`config.mk`:
```
export PLATFORM = sky130hd
export DESIGN_NAME = imm_branch_resolver
export DESIGN_NICKNAME = d
export VERILOG_FILES = /design/src/rtl/ibr_pkg.sv /design/src/rtl/ibr_fields.sv /design/src/rtl/ibr_addr.sv /design/src/rtl/ibr_cond.sv /design/src/rtl/imm_branch_resolver.sv
export SDC_FILE = /design/constraint.sdc
export NUM_CORES = 1
export LEC_CHECK = 0
export BUFFER_PORTS_ARGS = -buffer_cell sky130_fd_sc_hd__buf_2
export CAP_MARGIN = 20
export CORE_MARGIN = 1.5
export CORE_UTILIZATION = 55
export CTS_CLUSTER_DIAMETER = 60
export CTS_CLUSTER_SIZE = 16
export DETAILED_ROUTE_END_ITERATION = 12
export GPL_TIMING_DRIVEN = 0
export PLACE_DENSITY = 0.81
export SLEW_MARGIN = 0
export SYNTH_ARGS = -nofsm -noshare
export SYNTH_HDL_FRONTEND = slang
export SYNTH_HIERARCHICAL = 1
export SYNTH_SLANG_ARGS = --single-unit
```
`constraint.sdc`:
```
create_clock -name clk -period 1 [get_ports clk]
set_input_delay 0.2 -clock clk [delete_from_list [all_inputs] [get_ports clk]]
set_output_delay 0.2 -clock clk [all_outputs]
set_load 0.005 [all_outputs]
```
`src/rtl/ibr_pkg.sv`:
```
package ibr_pkg;

    typedef enum logic [2:0] {
        OP_EQ   = 3'd0,
        OP_BCLR = 3'd1,
        OP_GE   = 3'd2,
        OP_GEU  = 3'd3,
        OP_NE   = 3'd4,
        OP_BSET = 3'd5,
        OP_LT   = 3'd6,
        OP_LTU  = 3'd7
    } br_op_e;

    localparam int INSTR_W   = 32;
    localparam int OP_LSB    = 18;
    localparam int IMM_LSB   = 11;
    localparam int OFF_BITS  = 12;
    localparam int NARROW_W  = 32;

endpackage

```
`src/rtl/ibr_fields.sv`:
```
module ibr_fields
    import ibr_pkg::*;
#(
    parameter int PC_W  = 32,
    parameter int IMM_W = 7
) (
    input  logic [INSTR_W-1:0] instr,
    output br_op_e             op,
    output logic [IMM_W-1:0]   imm,
    output logic [PC_W-1:0]    offset
);
    localparam int EXT_W = PC_W - OFF_BITS;

    logic [OFF_BITS-1:0] off_raw;

    always_comb begin
        op      = br_op_e'(instr[OP_LSB +: 3]);
        imm     = instr[IMM_LSB +: IMM_W];
        off_raw = {instr[0], instr[OFF_BITS-2:1], 1'b0};
        offset  = {{EXT_W{off_raw[OFF_BITS-1]}}, off_raw};
    end
endmodule

```
`src/rtl/ibr_addr.sv`:
```
module ibr_addr #(
    parameter int PC_W = 32
) (
    input  logic [PC_W-1:0] pc,
    input  logic [PC_W-1:0] offset,
    output logic [PC_W-1:0] seq_pc,
    output logic [PC_W-1:0] tgt_pc
);
    localparam logic [PC_W-1:0] STEP = PC_W'(4);

    always_comb begin
        seq_pc = pc + STEP;
        tgt_pc = seq_pc + offset;
    end
endmodule

```
`src/rtl/ibr_cond.sv`:
```
module ibr_cond
    import ibr_pkg::*;
#(
    parameter int XLEN  = 32,
    parameter int IMM_W = 7
) (
    input  br_op_e           op,
    input  logic [IMM_W-1:0] imm,
    input  logic [XLEN-1:0]  operand,
    input  logic             mode64,
    output logic             hit,
    output logic             ri
);
    localparam int IDX_W = $clog2(XLEN);
    localparam int IMM_ZX = XLEN - IMM_W;

    logic [XLEN-1:0] imm_zx;
    logic            sel_bit;
    logic            idx_inside;
    logic            wide_idx;
    logic            eq_c, slt_c, ult_c;

    generate
        if (XLEN > (1 << IMM_W)) begin : g_all_inside
            assign idx_inside = 1'b1;
        end else begin : g_range
            assign idx_inside = ({1'b0, imm} < (IMM_W+1)'(XLEN));
        end
    endgenerate

    always_comb begin
        imm_zx   = {{IMM_ZX{1'b0}}, imm};
        eq_c     = (operand == imm_zx);
        slt_c    = ($signed(operand) < $signed(imm_zx));
        ult_c    = (operand < imm_zx);
        sel_bit  = idx_inside ? operand[imm[IDX_W-1:0]] : 1'b0;
        wide_idx = ({1'b0, imm} >= (IMM_W+1)'(NARROW_W));
        ri       = 1'b0;
        hit      = 1'b0;
        unique case (op)
            OP_EQ:   hit = eq_c;
            OP_NE:   hit = !eq_c;
            OP_GE:   hit = !slt_c;
            OP_LT:   hit = slt_c;
            OP_GEU:  hit = !ult_c;
            OP_LTU:  hit = ult_c;
            OP_BCLR: begin
                hit = !sel_bit;
                ri  = wide_idx && !mode64;
            end
            OP_BSET: begin
                hit = sel_bit;
                ri  = wide_idx && !mode64;
            end
            default: ri = 1'b1;
        endcase
    end
endmodule

```
`src/rtl/imm_branch_resolver.sv`:
```
module imm_branch_resolver
    import ibr_pkg::*;
#(
    parameter int XLEN  = 32,
    parameter int PC_W  = 32,
    parameter int IMM_W = 7
) (
    input  logic                clk,
    input  logic                rst_n,
    input  logic                in_valid,
    input  logic [INSTR_W-1:0]  instr,
    input  logic [PC_W-1:0]     pc,
    input  logic [XLEN-1:0]     rt_val,
    input  logic                rt_zero,
    input  logic                mode64,
    output logic                out_valid,
    output logic                taken,
    output logic                not_taken,
    output logic                ri_exc,
    output logic [PC_W-1:0]     br_target,
    output logic [PC_W-1:0]     next_pc
);
    typedef struct packed {
        logic            vld;
        logic            tkn;
        logic            fall;
        logic            ri;
        logic [PC_W-1:0] tgt;
        logic [PC_W-1:0] nxt;
    } res_t;

    br_op_e           op_w;
    logic [IMM_W-1:0] imm_w;
    logic [PC_W-1:0]  off_w;
    logic [PC_W-1:0]  seq_w;
    logic [PC_W-1:0]  tgt_w;
    logic [XLEN-1:0]  opnd_w;
    logic             hit_w;
    logic             ri_w;

    res_t res_d, res_q;

    ibr_fields #(.PC_W(PC_W), .IMM_W(IMM_W)) u_fields (
        .instr  (instr),
        .op     (op_w),
        .imm    (imm_w),
        .offset (off_w)
    );

    ibr_addr #(.PC_W(PC_W)) u_addr (
        .pc     (pc),
        .offset (off_w),
        .seq_pc (seq_w),
        .tgt_pc (tgt_w)
    );

    assign opnd_w = rt_zero ? '0 : rt_val;

    ibr_cond #(.XLEN(XLEN), .IMM_W(IMM_W)) u_cond (
        .op      (op_w),
        .imm     (imm_w),
        .operand (opnd_w),
        .mode64  (mode64),
        .hit     (hit_w),
        .ri      (ri_w)
    );

    always_comb begin
        res_d      = res_q;
        res_d.vld  = in_valid;
        res_d.tkn  = in_valid && !ri_w && hit_w;
        res_d.fall = in_valid && !ri_w && !hit_w;
        res_d.ri   = in_valid && ri_w;
        if (in_valid) begin
            res_d.tgt = tgt_w;
            res_d.nxt = (hit_w && !ri_w) ? tgt_w : seq_w;
        end
    end

    always_ff @(posedge clk or negedge rst_n) begin
        if (!rst_n) begin
            res_q <= '0;
        end else begin
            res_q <= res_d;
        end
    end

    assign out_valid = res_q.vld;
    assign taken     = res_q.tkn;
    assign not_taken = res_q.fall;
    assign ri_exc    = res_q.ri;
    assign br_target = res_q.tgt;
    assign next_pc   = res_q.nxt;

    a_r2_one_outcome: assert property (@(posedge clk) disable iff (!rst_n)
        out_valid |-> $onehot({taken, not_taken, ri_exc}));

    a_r2_idle_quiet: assert property (@(posedge clk) disable iff (!rst_n)
        !out_valid |-> (!taken && !not_taken && !ri_exc));

    a_r2_latency: assert property (@(posedge clk) disable iff (!rst_n)
        in_valid |=> out_valid);

    a_r3_redirect: assert property (@(posedge clk) disable iff (!rst_n)
        taken |-> (next_pc == br_target));

    a_r3_fall_seq: assert property (@(posedge clk) disable iff (!rst_n)
        in_valid |=> (taken || next_pc == $past(pc) + PC_W'(4)));

    a_r8_ri_source: assert property (@(posedge clk) disable iff (!rst_n)
        in_valid |=> (!ri_exc || (($past(instr[OP_LSB +: 2]) == 2'b01)
                      && !$past(mode64) && ($past(instr[17:16]) != 2'b00))));
endmodule

```
==> results by group, run 1 <==
Floorplanning
  • IO Pins: 169
  • FP Rows: 40
  • DIE HEIGHT: 114 um
  • Initial cell density of the core: 56.2%
  • Horiz. Die Dim: 114 um
  • Core area: 12000 um2
  • Die area: 12900 um2

Layout
  • Final nets: 1137
  • Layout fillers: 538
  • Share of layout cells above drive strength 1: 58.9%
  • Layout Cells excl Fill: 1147
  • P&R area growth vs syn: 55.2%
  • Antenna diodes: 0

Power and ir drop
  • PD cells: 1400 nW/um2
  • Worst vdd ir: 1.23 mV
  • Total power: 0.0146 W
  • Pleak: 4.83 nW

Clocking
  • CTS clk-pin slew, worst paths: 60 ps
  • Root buf cell: clkbuf_16
  • Max H-tree Level: 3
  • Worst skew pair latency: 350 ps
  • Clock Path Buffers: 2
  • CTS Sinks: 68
  • CTS tree: yes
  • Total CTS buffers: 9

Timing
  • Final Hold Fails: 21
  • Min Hold Slack: -21.5 ps
  • Period utilization: 307%
  • Final worst slack: -2070 ps
  • Max Clk Rate: 325 MHz
  • Worst Max-Slew Pin Slew: 913 ps
  • # setup viols final: 133
  • Setup TNS: -108700 ps
  • Tmin final: 3070 ps
  • Slew Limit Fails: 0
  • Final clock skew: 0 ps
  • Max_slew headroom: 39.1%
  • RSZ-0062 raised after global routing: true

Detailed routing
  • Antenna-violating nets left: 0
  • Initial DRT Pass Iterations: 6
  • # DRC: 0
  • Via count of the routed design: 7380
  • Post-DR vias/cell: 6.43
  • Initial DRC Count: 641
  • Post-Route WL: 27.3 mm
  • Routed wire per std cell: 23.8 um

Synthesis
  • Syn avg cell area: 9.27 um2
  • Seq/Total Area, Yosys: 25.3%
  • Yosys cell types: 67
  • Asr flop ratio synth: 100%
  • Synth top area cells: dfrtp_1 25%, ha_1 7.4%, o221ai_2 6.7%
  • Most common cell in the netlist: nand2_1
  • Synth top area share: 25.3%
  • Post-Synthesis Cell Area: 6720 um2
  • Yosys top cell by area: dfrtp_1
  • #FFs+latches synth: 68
  • Cells after synthesis: 725
  • Synth top cells by count: 69 x nand2_1, 68 x dfrtp_1, 53 x inv_1, 48 x buf_4
  • Post-synth EDFFs: 0
  • Yosys Warn Count: 6
  • Net Count, Synth: 867
  • Most used DFF post-synth: dfrtp_1

Critical path
  • Crit path capture type: register
  • Startpoint types: primary input
  • R2r setup slk: -50 ps
  • Worst Path Required: 1270 ps
  • Maximum fanout along the worst path: 6
  • Critical Path AT: 3340 ps
  • Reg2reg end: br_target[11]$_DFFE_PN0P_
  • Setup CP Type: in -> reg
  • Reg-to-reg startpoint: br_target[11]$_DFFE_PN0P_
  • R2R cell count: 3

Status
  • Status: finished with violations
  • Failing checks: hold timing, setup timing

Flow run
  • Maxcap violations: 0

Placement
  • RD Place Congestion: 0.939
  • Inst Count DP: 1008
  • Dpl hpwl: 14.4 mm
  • Port Buffers: 136

Global routing
  • Vias in the first global route: 7168
  • Total track usage: 35.6%
  • Largest net degree at the start of global routing: 69
  • Global-route wire length before repair: 36.0 mm
  • GRT overflow: 0
  • Initial antenna violation count: 0

Min path
  • Min-Delay Path Class: in -> async
## worst max-delay path by stage
stage	startpoint	cells after the start	slack (ps)	to
2_1_floorplan	pc[12]	15	-2000	br_target[28]$_DFFE_PN0P_
3_3_place_gp	pc[4]	15	-2530	br_target[28]$_DFFE_PN0P_
3_5_place_dp	pc[12]	17	-2630	next_pc[28]$_DFFE_PN0P_
4_1_cts	pc[6]	18	-1970	next_pc[28]$_DFFE_PN0P_
5_1_grt	pc[4]	18	-2160	next_pc[28]$_DFFE_PN0P_
6_report	pc[4]	18	-2070	next_pc[28]$_DFFE_PN0P_
## kinds of logic after synthesis
logic type      count (synthesis)  synth area share, %
buf+inv                       137                 11.8
mux                            44                 9.29
compound gates                138                 18.1
xor+xnor                       58                 7.67
other cells                     1               0.0558
fa+ha+maj                      41                 7.74
flops                          68                 25.3
simple gates                  238                 20.0
## worst max-delay path, stage by stage
cell and delay [ps]:
buf_8 70, and3_4 210, and3_4 210, nand2_4 70
nor2_4 120, buf_4 130, nand2_2 70, xnor2_2 180
ha_4 340, nand2_2 130, or4_4 560, o221a_1 250
o21a_1 130, o31ai_4 80, a221oi_2 100, xnor2_1 260
nand4b_1 150, o221ai_2 80
## repair_timing
action,4_1_cts,5_1_grt
gates cloned,5,1
hold buffers,1,0
gates resized for setup,161,87
setup endpoints to repair,132,134
pin swaps,59,61
buffers inserted,77,44
hold endpoints to repair,1,0
## flip-flops by register name, indices dropped and copies added (netlist names)
name	flops
not_taken	1
ri_exc	1
br_target	32
taken	1
next_pc	32
out_valid	1
## cell type report
| class | instances | area (um2) | area share (%) |
|---|---|---|---|
| Multi-Input combinational cell | 520 | 5440 | 52.1 |
| Timing Repair Buffer | 261 | 1850 | 17.8 |
| Sequential cell | 68 | 1700 | 16.3 |
| Buffer | 82 | 729 | 6.99 |
| Clock buffer | 10 | 239 | 2.29 |
| Inverter | 53 | 204 | 1.95 |
| Tap cell | 147 | 184 | 1.76 |
| Clock inverter | 6 | 86.3 | 0.827 |
## metal layers
layer	share of wire, %	wire (um)	up-vias	global-route usage [%]
li1	-	-	3118	-
met1	34	9410	3487	41.8
met4	7.4	2030	0	22.9
met3	9.3	2530	194	5.90
met2	49	13300	581	60.6
met5	0	0	-	0
## per-stage QoR
stage	utilization, %	worst slack (ps)	cell area [um2]
after CTS	81.6	-1970	9760
after detailed placement	66.4	-2630	7940
after floorplan	-	-2000	7070
after global placement	66.3	-2530	7940
final	87.3	-2070	10400
after global routing	87.3	-2160	10400
## cells in the final DEF, fill, tap and decap left out, drive strengths merged, types with 19 or more instances in the layout
cell,n
a21oi,39
buf,330
clkbuf,22
dfrtp,68
ha,40
inv,54
mux2,33
nand2,71
nand4b,33
nor2,27
nor2b,36
o21ai,19
o221ai,32
xnor2,41
## power breakdown
part / leakage (nW) / total [W] / switching [W] / internal, W
Sequential: 0.818 / 0.00376 / 0.000374 / 0.00338
Clock: 0.159 / 0.00361 / 0.00136 / 0.00225
Combinational: 3.85 / 0.00721 / 0.00342 / 0.00379
Total: 4.83 / 0.0146 / 0.00515 / 0.00942
Note: power is estimated with default switching activity, not from simulation.
==> inputs of run 2 (changes only) <==
CAP_MARGIN = 0   (was 20)
CORE_ASPECT_RATIO = 1.4   (was not set)
==> run 2 against run 1 <==
  * The run still ends with hold timing, setup timing left
  * Utilization is 1.1 points lower
  * Flip-flop and latch count stayed put
  * Clock power down 2%
  * Final area down 2.0%
  * Highest routed layer unchanged
  * Hold slack gained 12 ps
  * Worst setup slack worse by 29 ps
  * First-iteration DRC count down 4.1%
  * Routed wire length decreased by 7.9%
  * Non-clock buffer count is 6 lower
==> results by group, run 2 (synthesized netlist as in run 1, its figures left out) <==
Status
  • Status: finished with violations
  • Failing checks: hold timing, setup timing

Timing
  • Period utilization: 310% (+2.9 points)
  • Tmin final: 3100 ps (+28.6 ps)
  • Setup TNS: -106690 ps (+2020 ps)
  • Final Hold Fails: 7 (-67%)
  • Slew Limit Fails: 0 (unchanged)
  • Final clock skew: 0 ps (unchanged)
  • # setup viols final: 132 (-0.75%)
  • Min Hold Slack: -9.96 ps (+11.6 ps)
  • Final worst slack: -2100 ps (-28.6 ps)
  • RSZ-0062 raised after global routing: true
  • Worst Max-Slew Pin Slew: 903 ps (-10.6 ps)
  • Max Clk Rate: 322 MHz (-0.92%)
  • Max_slew headroom: 39.8% (+0.71 points)

Global routing
  • Global-route wire length before repair: 35.2 mm (-2.3%)
  • GRT overflow: 0 (unchanged)
  • Largest net degree at the start of global routing: 69 (unchanged)
  • Vias in the first global route: 7139 (-0.40%)
  • Total track usage: 35.5% (-0.099 points)
  • Initial antenna violation count: 0 (unchanged)

Floorplanning
  • Die area: 12900 um2 (about the same)
  • Core area: 11900 um2 (-0.69%)
  • Initial cell density of the core: 56.6% (+0.39 points)
  • Horiz. Die Dim: 96.4 um (-15%)
  • DIE HEIGHT: 134 um (+18%)
  • IO Pins: 169 (unchanged)
  • FP Rows: 47 (+18%)

Detailed routing
  • Via count of the routed design: 7226 (-2.1%)
  • Initial DRT Pass Iterations: 5 (-1)
  • Antenna-violating nets left: 0 (unchanged)
  • Initial DRC Count: 615 (-4.1%)
  • Post-Route WL: 25.1 mm (-7.9%)
  • # DRC: 0 (unchanged)
  • Post-DR vias/cell: 6.33 (-1.6%)
  • Routed wire per std cell: 22.0 um (-7.4%)

Power and ir drop
  • Logic pwr share: 49.1% (-0.4 points)
  • PD cells: 1390 nW/um2 (-0.33%)
  • Pleak: 4.73 nW (-2.0%)
  • Int Pwr: 0.00931 W (-1.1%)
  • Switching share of total power: 34.6% (-0.77 points)
  • Switch Pwr: 0.00493 W (-4.4%)
  • Worst vdd ir: 1.15 mV (-7.0%)
  • Clock share of power: 24.8% (about the same)
  • Seq pwr share: 26.2% (+0.4 points)

Clocking
  • CTS clk-pin slew, worst paths: 60 ps (about the same)
  • Total CTS buffers: 9 (unchanged)
  • Root buf cell: clkbuf_16
  • CTS tree: yes
  • Max H-tree Level: 3 (unchanged)
  • Clock Path Buffers: 2 (unchanged)
  • CTS Sinks: 68 (unchanged)
  • Worst skew pair latency: 330 ps (-20 ps)

Critical path
  • R2r setup slk: -10 ps (+40 ps)
  • Crit path capture type: register
  • Reg-to-reg startpoint: br_target[8]$_DFFE_PN0P_
  • Startpoint types: primary input
  • Critical Path End: next_pc[24]$_DFFE_PN0P_
  • Critical Path AT: 3350 ps (about the same)
  • R2R cell count: 3 (unchanged)
  • Maximum fanout along the worst path: 10 (+4)
  • Crit path from: pc[4]
  • Worst Path Required: 1250 ps (-20 ps)
  • Setup CP Type: in -> reg
  • Reg2reg end: br_target[8]$_DFFE_PN0P_

Layout
  • Most frequent cells in the layout: 150 x buf_4, 137 x buf_2, 68 x dfrtp_1
  • Layout fillers: 609 (+13%)
  • Final nets: 1131 (-0.53%)
  • Commonest non-fill, non-tap cell in the layout: buf_4
  • Antenna diodes: 0 (unchanged)
  • P&R area growth vs syn: 52.2%
  • Share of layout cells above drive strength 1: 58.5% (-0.45 points)

Placement
  • Place WS: -2560 ps (+77.6 ps)
  • Dpl hpwl: 15.4 mm (+6.6%)
  • Port Buffers: 136 (unchanged)
  • RD Place Congestion: 0.934 (-0.54%)

Min path
  • Min-Delay Path Class: in -> async

Flow run
  • Maxcap violations: 0 (unchanged)
-- run 2: through the flow --
stage               cell area [um2]  total power, W  instances  hold WS (ps)  util (%)
finish                        10200          0.0142       1141         -9.96      86.1
detailed placement             7940         0.00850       1008           338      66.8
CTS                            9470          0.0131       1102          29.7      79.7
global route                  10200          0.0148       1141          66.3      86.1
global placement               7940         0.00834       1008           344      66.8
floorplan                      7070         0.00690        725         -95.6         -
-- run 2: final cells by class --
class / count / area, um2 / area share [%]
clock inverter: 6 / 87.6 / 0.856
tap: 147 / 184 / 1.80
timing repair buffer: 258 / 1810 / 17.7
sequential: 68 / 1700 / 16.6
multi-input combinational: 520 / 5350 / 52.3
clock buffer: 10 / 229 / 2.24
inverter: 53 / 206 / 2.02
buffer: 79 / 661 / 6.46
-- run 2: layer usage --
metal  vias to the layer above  wire, um  track usage [%]
met2                       486     12700             61.3
met4                         0      1630             21.2
li1                       3094         -                -
met5                         -         0                0
met3                       143      1840             5.90
met1                      3503      9020             40.0
-- run 2: worst min path at each step --
stage	startpoint	to	cells past startpoint
5_1_grt	rst_n	next_pc[19]$_DFFE_PN0P_	1
6_report	rst_n	next_pc[19]$_DFFE_PN0P_	1
3_5_place_dp	in_valid	out_valid$_DFF_PN0_	1
2_1_floorplan	rst_n	br_target[0]$_DFFE_PN0P_	0
4_1_cts	rst_n	next_pc[19]$_DFFE_PN0P_	1
3_3_place_gp	in_valid	out_valid$_DFF_PN0_	1
-- run 2: repair_timing --
| item | in CTS | in global routing |
|---|---|---|
| buffers inserted | 74 | 44 |
| hold buffers | 1 | 0 |
| endpoints found under the setup margin | 132 | 132 |
| cloned | 4 | 0 |
| endpoints found under the hold margin | 1 | 0 |
| resized for setup | 120 | 101 |
| pin swaps | 39 | 42 |
-- run 2: power groups by stage --
stage | sequential (W) | combinational, W | clock [W]
after floorplan | 0.00379 | 0.00311 | 0
after global placement | 0.00372 | 0.00462 | 0
after detailed placement | 0.00376 | 0.00474 | 0
after CTS | 0.00370 | 0.00592 | 0.00352
after global routing | 0.00380 | 0.00737 | 0.00365
final | 0.00372 | 0.00699 | 0.00352
-- run 2: worst max-delay path, cell delays in order --
cell and delay [ps]:
buf_8 80, and3_4 200, and3_4 190, nand2_4 60, nor2_4 160, nand2_1 120
xnor2_2 180, ha_1 300, buf_6 150, nand4_1 140, or4_4 510, o221a_1 230
o21a_1 140, o31ai_4 90, buf_4 190, xor2_4 180, nand4b_1 140, o221ai_2 80
==> inputs of run 3 (changes only) <==
CORE_ASPECT_RATIO = 1.2   (was 1.4)
SLEW_MARGIN = 20   (was 0)
==> run 3 against run 2 <==
  * The run ends with setup timing left
  * Sequential share of layout area fell by 0.33 points
  * Combinational power rose by 1%
  * Hold slack improved by 290 ps
  * Flip-flop and latch count did not move
  * Power rose by 1.4%
  * Global-route usage fell by 0.67 points
  * Utilization rose by 0.82 points
  * Die area barely moved
  * Register-to-register slack got worse by 20 ps
  * Critical path depth fell by 3
  * Critical endpoint is now next_pc[30]$_DFFE_PN0P_
  * Largest power group unchanged
==> results by group, run 3 (synthesized netlist as in run 1, its figures left out) <==
Status
  • Status: finished with violations
  • Failing checks: setup timing

Critical path
  • Critical path's largest stage delay: 440 ps (-70 ps)
  • Worst-path cell chain: buf_8, and3_4, and3_2, nand3_1, xnor2_1, ha_1, buf_2, a21oi_1, a21oi_1, o32a_4, a31oi_4, o31ai_2, xor2_1, nand4b_1, o221ai_2
  • Stages on the worst setup path: 15 (-3)
  • Startpoint types: primary input
  • Setup CP Type: in -> reg
  • Worst Path Required: 1260 ps (about the same)
  • R2r setup slk: -30 ps (-20 ps)
  • Critical Path AT: 3620 ps (+270 ps)
  • Most used cell, CP: a21oi_1
  • Cell family with most CP delay: compound AO/OA/AOI/OAI gates
  • Maximum fanout along the worst path: 7 (-3)
  • Slowest-stage cell, CP: a21oi_1
  • R2R cell count: 3 (unchanged)
  • WP buf/inv: 2 (-1)
  • Crit path capture type: register

Min path
  • Hold-critical path depth: 4
  • Min-Delay Path Class: in -> reg

Clocking
  • Total CTS buffers: 9 (unchanged)
  • CTS tree: yes
  • Clock Path Buffers: 2 (unchanged)
  • Max H-tree Level: 3 (unchanged)
  • Worst skew pair latency: 340 ps (about the same)
  • CTS Sinks: 68 (unchanged)
  • Root buf cell: clkbuf_16
  • CTS clk-pin slew, worst paths: 60 ps (about the same)

Floorplanning
  • Initial cell density of the core: 56.0% (-0.58 points)
  • Core area: 12000 um2 (+1.0%)
  • DIE HEIGHT: 124 um (-7.3%)
  • Horiz. Die Dim: 104 um (+7.8%)
  • IO Pins: 169 (unchanged)
  • FP Rows: 44 (-6.4%)
  • Die area: 12900 um2 (about the same)

Detailed routing
  • Initial DRC Count: 546 (-11%)
  • Routed wire per std cell: 22.5 um (+2.1%)
  • Initial DRT Pass Iterations: 6 (+1)
  • Antenna-violating nets left: 0 (unchanged)
  • Post-DR vias/cell: 6.38 (+0.66%)
  • # DRC: 0 (unchanged)
  • Post-Route WL: 26.3 mm (+4.5%)
  • Via count of the routed design: 7446 (+3.0%)

Power and ir drop
  • PD cells: 1380 nW/um2 (-0.57%)
  • Switch Pwr: 0.00500 W (+1.5%)
  • Total power: 0.0144 W (+1.4%)
  • Clock share of power: 25.0% (+0.2 points)
  • Logic pwr share: 49.1% (about the same)
  • Worst vdd ir: 1.01 mV (-12%)
  • Int Pwr: 0.00944 W (+1.4%)
  • Seq pwr share: 25.9% (-0.3 points)
  • Pleak: 4.86 nW (+2.8%)
  • Switching share of total power: 34.6% (about the same)

Timing
  • Final worst slack: -2370 ps (-268 ps)
  • # setup viols final: 132 (unchanged)
  • Period utilization: 337% (+27 points)
  • Max_slew headroom: 64.1% (+24 points)
  • RSZ-0062 raised after global routing: true
  • Tmin final: 3370 ps (+268 ps)
  • Max Clk Rate: 297 MHz (-7.9%)
  • Final Hold Fails: 0 (-7)
  • Slew Limit Fails: 0 (unchanged)
  • Final clock skew: 0 ps (unchanged)
  • Setup TNS: -112030 ps (-5340 ps)
  • Worst Max-Slew Pin Slew: 538 ps (-365 ps)

Layout
  • Antenna diodes: 0 (unchanged)
  • Commonest non-fill, non-tap cell in the layout: buf_4
  • Final nets: 1144 (+1.1%)
  • Share of layout cells above drive strength 1: 58.2% (-0.26 points)
  • P&R area growth vs syn: 55.2%
  • Most frequent cells in the layout: 151 x buf_4, 133 x buf_2, 68 x dfrtp_1

Placement
  • Port Buffers: 136 (unchanged)
  • RD Place Congestion: 0.919 (-1.6%)
  • Dpl hpwl: 14.7 mm (-4.4%)

Global routing
  • Vias in the first global route: 7076 (-0.88%)
  • GRT overflow: 0 (unchanged)
  • Global-route wire length before repair: 35.6 mm (+1.1%)
  • Initial antenna violation count: 0 (unchanged)
  • Largest net degree at the start of global routing: 40 (-42%)
  • Total track usage: 34.9% (-0.67 points)

Flow run
  • Maxcap violations: 0 (unchanged)
==> run 3: changes by cell type in the layout (fill, tap and decap cells not counted), moves of 3 or more <==
cell,previous run,this run
nor2b_4,3,6
buf_2,137,133
clkbuf_8,0,4
nand3_2,8,5
buf_6,25,35
nand2_2,5,8
clkbuf_16,10,13
nand2_1,63,59
o21ai_2,6,3
o21ai_1,6,12
==> run 3: cell type report <==
cell class                      instances  area (um2)
Tap cell                              161         201
Timing Repair Buffer                  271        2010
Clock buffer                           11         243
Fill cell                             586        1570
Inverter                               53         201
Sequential cell                        68        1700
Buffer                                 79         697
Multi-Input combinational cell        520        5300
Clock inverter                          5        85.1
==> run 3: through the flow <==
step | setup WS [ps] | util (%) | std cells | hold slack (ps) | instance area, um2
floorplan | -2000 | - | 725 | -95.6 | 7070
global placement | -2520 | 66.3 | 1022 | 322 | 7950
detailed placement | -2560 | 66.5 | 1023 | 158 | 7980
CTS | -1940 | 80.8 | 1117 | 210 | 9700
global route | -2420 | 87.0 | 1168 | 292 | 10400
finish | -2370 | 87.0 | 1168 | 277 | 10400
==> run 3: worst register-to-register path, delay by kind of cell, from the launching register on <==
family	cells	cell delay, ps
flops	1	400
buf+inv	2	260
mux	1	260
==> run 3: final timing paths <==
| path | start | endpoint |
|---|---|---|
| worst max-delay path | pc[4] | next_pc[30]$_DFFE_PN0P_ |
| worst max register to register | br_target[14]$_DFFE_PN0P_ | br_target[14]$_DFFE_PN0P_ |
| min in group asynchronous | rst_n | ri_exc$_DFF_PN0_ |
| worst min-delay path | pc[27] | next_pc[27]$_DFFE_PN0P_ |
| max in group asynchronous | rst_n | next_pc[12]$_DFFE_PN0P_ |
| worst min register to register | br_target[19]$_DFFE_PN0P_ | br_target[19]$_DFFE_PN0P_ |
==> run 3: timing repair <==
action | in CTS | in global routing
hold buffers | 2 | 0
endpoints found under the hold margin | 30 | 0
setup buffers | 73 | 54
pin swaps | 80 | 48
gates cloned | 5 | 0
endpoints found under the setup margin | 132 | 133
gates resized for setup | 150 | 84
==> run 3: power by group through the flow <==
stage / registers (W) / logic, W / clock network (W)
6_report: 0.00374 / 0.00709 / 0.00360
5_1_grt: 0.00380 / 0.00743 / 0.00375
3_3_place_gp: 0.00372 / 0.00461 / 0
3_5_place_dp: 0.00375 / 0.00471 / 0
2_1_floorplan: 0.00379 / 0.00311 / 0
4_1_cts: 0.00369 / 0.00588 / 0.00357
==> run 3: per-layer routing <==
| metal | vias up | routed length (um) | global-route usage, % |
|---|---|---|---|
| met4 | 0 | 1820 | 20.9 |
| li1 | 3120 | - | - |
| met1 | 3590 | 8910 | 37.7 |
| met5 | - | 0 | 0 |
| met3 | 190 | 2300 | 6.86 |
| met2 | 546 | 13200 | 63.7 |
